[config.mk]
export PLATFORM = sky130hd
export DESIGN_NAME = flash_susp_arb
export DESIGN_NICKNAME = d
export VERILOG_FILES = /design/src/rtl/flash_susp_pkg.sv /design/src/rtl/fsa_gap_timer.sv /design/src/rtl/fsa_region_match.sv /design/src/rtl/flash_susp_arb.sv
export SDC_FILE = /design/constraint.sdc
export NUM_CORES = 1
export LEC_CHECK = 0
export CAP_MARGIN = 20
export CORE_ASPECT_RATIO = 1.25
export CORE_MARGIN = 2
export CORE_UTILIZATION = 39
export CTS_BUF_LIST = sky130_fd_sc_hd__clkbuf_16
export CTS_CLUSTER_DIAMETER = 40
export DETAILED_ROUTE_END_ITERATION = 6
export PLACE_DENSITY = 0.83
export SLEW_MARGIN = 20
export SYNTH_ARGS = -nofsm -noshare
export SYNTH_HDL_FRONTEND = slang
export SYNTH_SLANG_ARGS = --single-unit
[constraint.sdc]
create_clock -name clk -period 1.8 [get_ports clk]
set_input_delay 0.36 -clock clk [delete_from_list [all_inputs] [get_ports clk]]
set_output_delay 0.36 -clock clk [all_outputs]
set_load 0.01 [all_outputs]
[src/rtl/flash_susp_pkg.sv]
package flash_susp_pkg;

  typedef enum logic [3:0] {
    ST_IDLE,
    ST_SW,
    ST_ER_CMD,
    ST_ER_POLL,
    ST_SUS_CMD,
    ST_SUS_POLL,
    ST_SUSP,
    ST_CREAD,
    ST_RES_CMD
  } arb_state_t;

  localparam logic [7:0] OP_READ    = 8'h03;
  localparam logic [7:0] OP_PROG    = 8'h02;
  localparam logic [7:0] OP_ERASE   = 8'h20;
  localparam logic [7:0] OP_RDSR    = 8'h05;
  localparam logic [7:0] OP_SUSPEND = 8'h75;
  localparam logic [7:0] OP_RESUME  = 8'h7A;

  localparam int SR_WIP = 0;
  localparam int SR_SUS = 15;

endpackage

[src/rtl/fsa_gap_timer.sv]
module fsa_gap_timer #(
  parameter int GW = 8
) (
  input  logic          clk,
  input  logic          rst,
  input  logic          load,
  input  logic [GW-1:0] limit,
  output logic          open
);
  logic [GW-1:0] cnt;

  always_ff @(posedge clk) begin
    if (rst)             cnt <= '0;
    else if (load)       cnt <= limit;
    else if (cnt != '0)  cnt <= cnt - 1'b1;
  end

  assign open = (cnt == '0);
endmodule

[src/rtl/fsa_region_match.sv]
module fsa_region_match #(
  parameter int TW = 12
) (
  input  logic          live,
  input  logic [TW-1:0] tag_a,
  input  logic [TW-1:0] tag_b,
  output logic          hit
);
  assign hit = live && (tag_a == tag_b);
endmodule

[src/rtl/flash_susp_arb.sv]
module flash_susp_arb
  import flash_susp_pkg::*;
#(
  parameter int AW     = 24,
  parameter int DW     = 32,
  parameter int LW     = 9,
  parameter int GW     = 8,
  parameter int SECT_W = 12,
  parameter int RD_LEN = 4
) (
  input  logic          clk,
  input  logic          rst,
  input  logic          c_req,
  input  logic [AW-1:0] c_addr,
  output logic          c_done,
  output logic [DW-1:0] c_rdata,
  input  logic          s_req,
  input  logic [1:0]    s_op,
  input  logic [AW-1:0] s_addr,
  input  logic [LW-1:0] s_len,
  output logic          s_ready,
  output logic          s_done,
  output logic          s_refused,
  output logic [DW-1:0] s_rdata,
  input  logic [GW-1:0] cfg_min_gap,
  output logic          q_start,
  output logic [7:0]    q_opcode,
  output logic [AW-1:0] q_addr,
  output logic [LW-1:0] q_len,
  input  logic          q_done,
  input  logic [15:0]   q_status,
  input  logic [DW-1:0] q_rdata
);
  localparam int TW = AW - SECT_W;
  localparam logic [LW-1:0] LEN_SR = LW'(2);
  localparam logic [LW-1:0] LEN_RD = LW'(RD_LEN);

  arb_state_t    st;
  logic          busy, held, er_run, sw_rd;
  logic [TW-1:0] er_tag;
  logic          pend, c_in_sect, gap_open, gap_load;
  logic          fire;
  logic [7:0]    f_op;
  logic [AW-1:0] f_addr;
  logic [LW-1:0] f_len;
  logic          unused_status;

  assign unused_status = ^q_status[14:1];
  assign pend     = c_req && !c_done;
  assign s_ready  = (st == ST_IDLE) && !pend;
  assign gap_load = (st == ST_RES_CMD) && busy && q_done;

  fsa_region_match #(.TW(TW)) u_rgn (
    .live  (er_run),
    .tag_a (c_addr[AW-1:SECT_W]),
    .tag_b (er_tag),
    .hit   (c_in_sect)
  );

  fsa_gap_timer #(.GW(GW)) u_gap (
    .clk   (clk),
    .rst   (rst),
    .load  (gap_load),
    .limit (cfg_min_gap),
    .open  (gap_open)
  );

  // Next command selection
  always_comb begin
    fire   = 1'b0;
    f_op   = OP_RDSR;
    f_addr = '0;
    f_len  = LEN_SR;
    case (st)
      ST_IDLE: begin
        if (pend) begin
          fire = 1'b1; f_op = OP_READ; f_addr = c_addr; f_len = LEN_RD;
        end else if (s_req) begin
          fire = 1'b1; f_addr = s_addr; f_len = s_len;
          if (s_op[1]) begin
            f_op = OP_ERASE; f_len = '0;
          end else if (s_op[0]) begin
            f_op = OP_PROG;
          end else begin
            f_op = OP_READ;
          end
        end
      end
      ST_ER_POLL, ST_SUS_POLL: fire = !busy;
      ST_SUS_CMD: begin fire = !busy; f_op = OP_SUSPEND; f_len = '0; end
      ST_RES_CMD: begin fire = !busy; f_op = OP_RESUME;  f_len = '0; end
      ST_SUSP: begin
        if (!c_done && pend && !c_in_sect) begin
          fire = 1'b1; f_op = OP_READ; f_addr = c_addr; f_len = LEN_RD;
        end
      end
      default: ;
    endcase
  end

  // Arbitration state and registered outputs
  always_ff @(posedge clk) begin
    if (rst) begin
      st        <= ST_IDLE;
      busy      <= 1'b0;
      held      <= 1'b0;
      er_run    <= 1'b0;
      sw_rd     <= 1'b0;
      er_tag    <= '0;
      q_start   <= 1'b0;
      q_opcode  <= '0;
      q_addr    <= '0;
      q_len     <= '0;
      c_done    <= 1'b0;
      c_rdata   <= '0;
      s_done    <= 1'b0;
      s_rdata   <= '0;
      s_refused <= 1'b0;
    end else begin
      q_start   <= fire;
      c_done    <= 1'b0;
      s_done    <= 1'b0;
      s_refused <= s_req && !s_ready;
      if (fire) begin
        q_opcode <= f_op;
        q_addr   <= f_addr;
        q_len    <= f_len;
        busy     <= 1'b1;
      end
      case (st)
        ST_IDLE: begin
          if (pend) begin
            st <= ST_CREAD;
          end else if (s_req) begin
            if (s_op[1]) begin
              st     <= ST_ER_CMD;
              er_run <= 1'b1;
              er_tag <= s_addr[AW-1:SECT_W];
            end else begin
              st    <= ST_SW;
              sw_rd <= !s_op[0];
            end
          end
        end
        ST_SW: if (q_done) begin
          busy   <= 1'b0;
          s_done <= 1'b1;
          if (sw_rd) s_rdata <= q_rdata;
          st     <= ST_IDLE;
        end
        ST_ER_CMD: if (q_done) begin
          busy <= 1'b0;
          st   <= ST_ER_POLL;
        end
        ST_ER_POLL: if (busy && q_done) begin
          busy <= 1'b0;
          if (!q_status[SR_WIP]) begin
            s_done <= 1'b1;
            er_run <= 1'b0;
            st     <= ST_IDLE;
          end else if (pend && !c_in_sect && gap_open) begin
            st <= ST_SUS_CMD;
          end
        end
        ST_SUS_CMD: if (busy && q_done) begin
          busy <= 1'b0;
          st   <= ST_SUS_POLL;
        end
        ST_SUS_POLL: if (busy && q_done) begin
          busy <= 1'b0;
          if (q_status[SR_SUS]) begin
            held <= 1'b1;
            st   <= ST_SUSP;
          end else if (!q_status[SR_WIP]) begin
            s_done <= 1'b1;
            er_run <= 1'b0;
            st     <= ST_IDLE;
          end
        end
        ST_SUSP: if (!c_done) begin
          if (pend && !c_in_sect) begin
            st <= ST_CREAD;
          end else begin
            held <= 1'b0;
            st   <= ST_RES_CMD;
          end
        end
        ST_CREAD: if (q_done) begin
          busy    <= 1'b0;
          c_done  <= 1'b1;
          c_rdata <= q_rdata;
          st      <= held ? ST_SUSP : ST_IDLE;
        end
        ST_RES_CMD: if (busy && q_done) begin
          busy <= 1'b0;
          st   <= ST_ER_POLL;
        end
        default: st <= ST_IDLE;
      endcase
    end
  end

  AST_ONE_CMD: assert property (@(posedge clk) disable iff (rst)
    q_start |=> !q_start);
  AST_READ_AFTER_SUS: assert property (@(posedge clk) disable iff (rst)
    (q_start && q_opcode == OP_READ && er_run) |-> held);
  AST_SUS_GAP: assert property (@(posedge clk) disable iff (rst)
    (q_start && q_opcode == OP_SUSPEND) |-> gap_open);
  AST_READ_OUTSIDE: assert property (@(posedge clk) disable iff (rst)
    (q_start && q_opcode == OP_READ && er_run) |-> (q_addr[AW-1:SECT_W] != er_tag));
  AST_REFUSE_CAUSE: assert property (@(posedge clk) disable iff (rst)
    s_refused |-> $past(s_req));

endmodule

# Word level (Yosys, flattened, before mapping)
# Index checks and enable logic that the tools add are counted.
# Widths: inputs -> output; s select.
# word_totals
ff_bits	137
wordCells	142
output_inout_bits	110
in_bits	120
# op_classes
n_bitwise	3
addsub	1
n_mux	62
n_reduce_logical	34
n_eq_ne	26
# op_table
cell	count
$mux 24	3
$mux 4	15
$pmux 24 s2	1
$pmux 4 s9	1
$pmux 7 s4	1
$mux 9	3
$pmux 9 s3	1
$ne 2x2->1 const B	13
$mux 1	23
$mux 6	3
$eq 4x3->1 const B	4
$mux 8	2
$eq 12x12->1	1
$logic_and 1x1->1	11
$reduce_and 11->1	1
$mux 3	3
$ne 3x3->1 const B	3
$pmux 1 s3	3
$eq 4x2->1 const B	2
$logic_not 8->1	1
$reduce_and 4->1	2
$reduce_bool 8->1	1
$sub 8x1->8 const B	1
$reduce_and 7->1	1
16 further kinds	26

# Depth between registers and ports, before layout
# depth
word_depth	9
depth_mapped	9
ltp_nobuf	7

# Modules after synthesis
# Synthesis repeated with hierarchy kept, for this count alone.
# unflattened
cells_unflattened	666
area_unflattened_um2	5679.2
# modules_own_cells
module	area_per_inst_um2	cells_per_inst	seq_area_each_um2	n_inst
flash_susp_arb	5064.9	596	2542.4	1
fsa_gap_timer	475.5	53	160.2	1
fsa_region_match	138.9	17	0.0	1

# Worst setup path before layout
# No wires, ideal clock.
# synth_path
path_kind	register to register
startpoint	register st[2]
endpoint	register st[1]
path_buffers	2
path_slack_ps	-105
required_time_ps	1679
arrival_ps	1784
stages_incl_launch_ff	9
period_less_slack_ps	1905
setup_ps	121
cell_sequence	dfxtp_1 buf_4 nor2b_4 and3b_1 buf_2 a32o_1 a2111oi_4 o21ai_2 mux2_4
# synth_via
elab_chain_len	3
word_cells_on_any_way	22
cone_classes	eq/ne (19); mux (1); reduce/logical (2)
# synth_lines
element	line	text
start, declared	flash_susp_arb.sv:38	arb_state_t st;
start signal, assigned	flash_susp_arb.sv:192	st <= held ? ST_SUSP : ST_IDLE;
$eq 4x2->1 (tied with other cells)	flash_susp_arb.sv:130	case (st)
$ne 3x3->1 (no source line) (tied with other cells)	--	
$reduce_and 11->1 (no source line)	--	
# Several ways; a longest one is shown, not always the timed one.
# A chain may end at the register's enable or synchronous reset.

# Final worst setup path
# layout_path
startpoint	register st[3]
endpoint	register st[1]
# Same word-level chain as after synthesis.

==> impl_results.md <==
- Largest net degree at the start of global routing: 61
- Top cell type's share of synthesized area: between 40% and 50%
- CTS H-Tree Depth: 4
- GPL Wtd Cong: roughly 0.95
- Final period utilization: 112%
- TritonCTS clock tree: yes
- Fin Hold WS: 186 ps
- Port-buffer cells: 214
- Post-DP HPWL: approximately 13 mm
- Final setup viols: between 40 and 50
- Final clock skew: around 8.9 ps
- DRC: 15
- Via count: approximately 6,500
- Failing checks: design-rule violations, negative setup slack
- Synth warnings: 0
- Commonest non-fill, non-tap cell in the layout: clkdlybuf4s50_1
- Die area: between 15,000 and 20,000 um^2
- Relative slew slack: about 55%
- Overflow after GRT: 0
- Pwr dens: around 1200 nW/um^2
- Synth-to-Final Area Change: 75.6%
- Seq/Total Area, Yosys: 46.5%
- First-pass GRT wire length: roughly 30 mm
- Least-Margin Pin Slew: 677 ps
- Cell variety after synth: 52
- Fin. Hold Viols: 0
- Fmax: 498 MHz
- Max-slew violation count: 0
- Fill count: about 1,000
- Crit. End Element: register
- Worst slack at placement: -565 ps
- Main synth FF type: dfxtp_1
- Initial antenna violation count: 0
- Root Buffer: clkbuf_16
- Crit path arrival time: 2310 ps
- Maximum VDD drop: between 700 and 800 uV
- Asr flop ratio synth: 0%
- Initial Util: 40.1%
- Post-synth EDFFs: 0
- Synth top area cells: dfxtp_1 (47%), nand2_1 (11%), a21oi_1 (6.5%)
- TritonCTS Sinks: 135
- Crit-path slowest cell: a2111oi_4
- Non-Filler Instances: around 1,200
- Worst stage delay on the critical path: ~430 ps
- DRT Pass-1 Iters: 7
- Total track usage: a little under a quarter
- Worst setup SP type: register
- Max Cap Viol: 0
- Leakage power: 3.98 nW
- Vias in the first global route: about 6,400
- Synthesized flop and latch total: 135
- Worst EP required: 2100 ps
- Final worst slack: -209 ps
- FP Rows: 49
- # placed instances: 1,145
- CTS clk-pin slew, worst paths: about 60 ps
- Post-DRT Antenna Nets: 0
- Post-synth net total: 817
- Nets: 1,134
- Io pins: 230
- Unrepaired setup endpoints after global routing: yes
- Starting DRC count in detailed routing: just under 500
- Min-delay worst type: input pin to register
- Clock Latency Late Sink: ~420 ps
- Diode count: 0
- Status: complete, but fails checks
- CORE AREA: 14,500 um^2
- Commonest cells after routing, fill and taps aside: clkdlybuf4s50_1 (202), nand2_1 (160), dfxtp_1 (128), buf_4 (110), a21oi_1 (72)
- Setup Crit Path Kind: register to register
- # hold bufs at CTS: 0
- WL per Instance: around 17 um
- Synth area leader: dfxtp_1
- Syn avg cell area: between 8 and 9 um^2
- Share of cells above drive strength 1: 24.6%
- Die Ht: around 140 um
- WL final: between 20 and 25 mm
- Fin Setup TNS: -4770 ps
- CP cell instances: buf_6 -> nor2b_4 -> and3b_2 -> a32o_2 -> a2111oi_4 -> o21ai_2 -> mux2_4
- Vias per cell: about 5.4
- Synthesized instance count: about 700
- Worst-path fanout max: 5
- CTS Buf Count: 17
- Crit path time final: around 2000 ps
- Die W: between 100 and 150 um
- Maximum clock path buffer count: 2
- Worst reg-to-reg setup slack: -210 ps
- Post-Syn Area: around 5800 um^2
==> report_power, final <==
group | internal [W] | switching [W]
sequential | 0.00338 | 0.000290
clock | 0.00222 | 0.00143
combinational | 0.00299 | 0.00243
==> worst max-delay path, delay by kind of cell, from the launching register on <==
kind                   cells  cell delay [ps]
muxes                      1              310
AOI/OAI and AO/OA          3              820
buffers and inverters      1              110
DFF                        1              360
and+or+nand+nor            2              290
==> path summary, 6_finish.rpt <==
kind	depth (start not counted)	from	to
setup / recovery	7	st[3]$_SDFFE_PP0P_	st[1]$_SDFFE_PP0P_
hold / removal	2	rst	c_done$_SDFF_PP0_
setup reg to reg	7	st[3]$_SDFFE_PP0P_	st[1]$_SDFFE_PP0P_
hold reg to reg	2	q_addr[8]$_SDFFE_PP0P_	q_addr[8]$_SDFFE_PP0P_
==> synthesized netlist by cell type (3+ instances only) <==
cell type	n
a211oi_1	10
a21oi_1	76
a221o_1	12
a22o_1	19
a22oi_1	14
a31oi_1	18
and2_1	3
buf_2	15
buf_4	5
clkbuf_1	34
dfxtp_1	135
inv_1	8
mux2i_1	17
nand2_1	166
nand2b_1	3
nand3_1	8
nand3b_1	4
nand4_1	8
nor2_1	46
nor2b_1	6
nor3_1	13
o21ai_0	8
o31ai_1	13
or3_1	3
xnor2_1	15
==> flip-flops by register name, indices dropped and copies added (netlist names), 4 cells and up <==
name,flops
c_rdata,32
er_tag,12
q_addr,24
q_len,9
q_opcode,6
s_rdata,32
st,4
u_gap.cnt,8
==> timing repair <==
item	4_1_cts	5_1_grt
resized for setup	58	74
setup buffers	12	9
cloned	6	2
setup endpoints to repair	81	84
pin swaps	14	32
==> final cells by class <==
| class | instances | area, um^2 | area share (%) |
|---|---|---|---|
| Sequential cell | 135 | 2720 | 26.6 |
| Clock buffer | 17 | 425 | 4.17 |
| Inverter | 8 | 30.0 | 0.294 |
| Timing Repair Buffer | 354 | 3420 | 33.5 |
| Multi-Input combinational cell | 497 | 3200 | 31.3 |
| Clock inverter | 15 | 190 | 1.87 |
| Tap cell | 178 | 223 | 2.18 |
==> per-layer routing <==
layer  vias up  global-route usage [%]  part of all wire, %
li1       3081                       -                    -
met3        70                    6.66                  7.1
met5         -                       0                    0
met1      3027                    25.4                   37
met4         0                    12.6                  4.6
met2       285                    42.7                   52
==> kinds of logic (layout without fill, tap and decap cells) <==
| logic type | after synthesis | in the layout | share of synthesized area (%) |
|---|---|---|---|
| XOR/XNOR | 17 | 17 | 2.56 |
| other | 1 | 1 | 0.0646 |
| buffers and inverters | 64 | 394 | 5.04 |
| flip-flops | 135 | 135 | 46.5 |
| multiplexers | 19 | 19 | 3.38 |
| adder cells (fa/ha/maj) | 1 | 1 | 0.215 |
| AND/OR/NAND/NOR | 272 | 272 | 20.4 |
| AO/OA/AOI/OAI | 187 | 187 | 21.8 |
==> through the flow <==
step / total power, W / area, um^2 / utilization, %
3_5_place_dp: 0.00787 / 8890 / 61.4
4_1_cts: 0.0120 / 9800 / 67.7
5_1_grt: 0.0133 / 10200 / 70.5
6_report: 0.0127 / 10200 / 70.5
2_1_floorplan: 0.00579 / 5840 / -
3_3_place_gp: 0.00778 / 8890 / 61.4
Note: power is estimated with default switching activity, not from simulation.
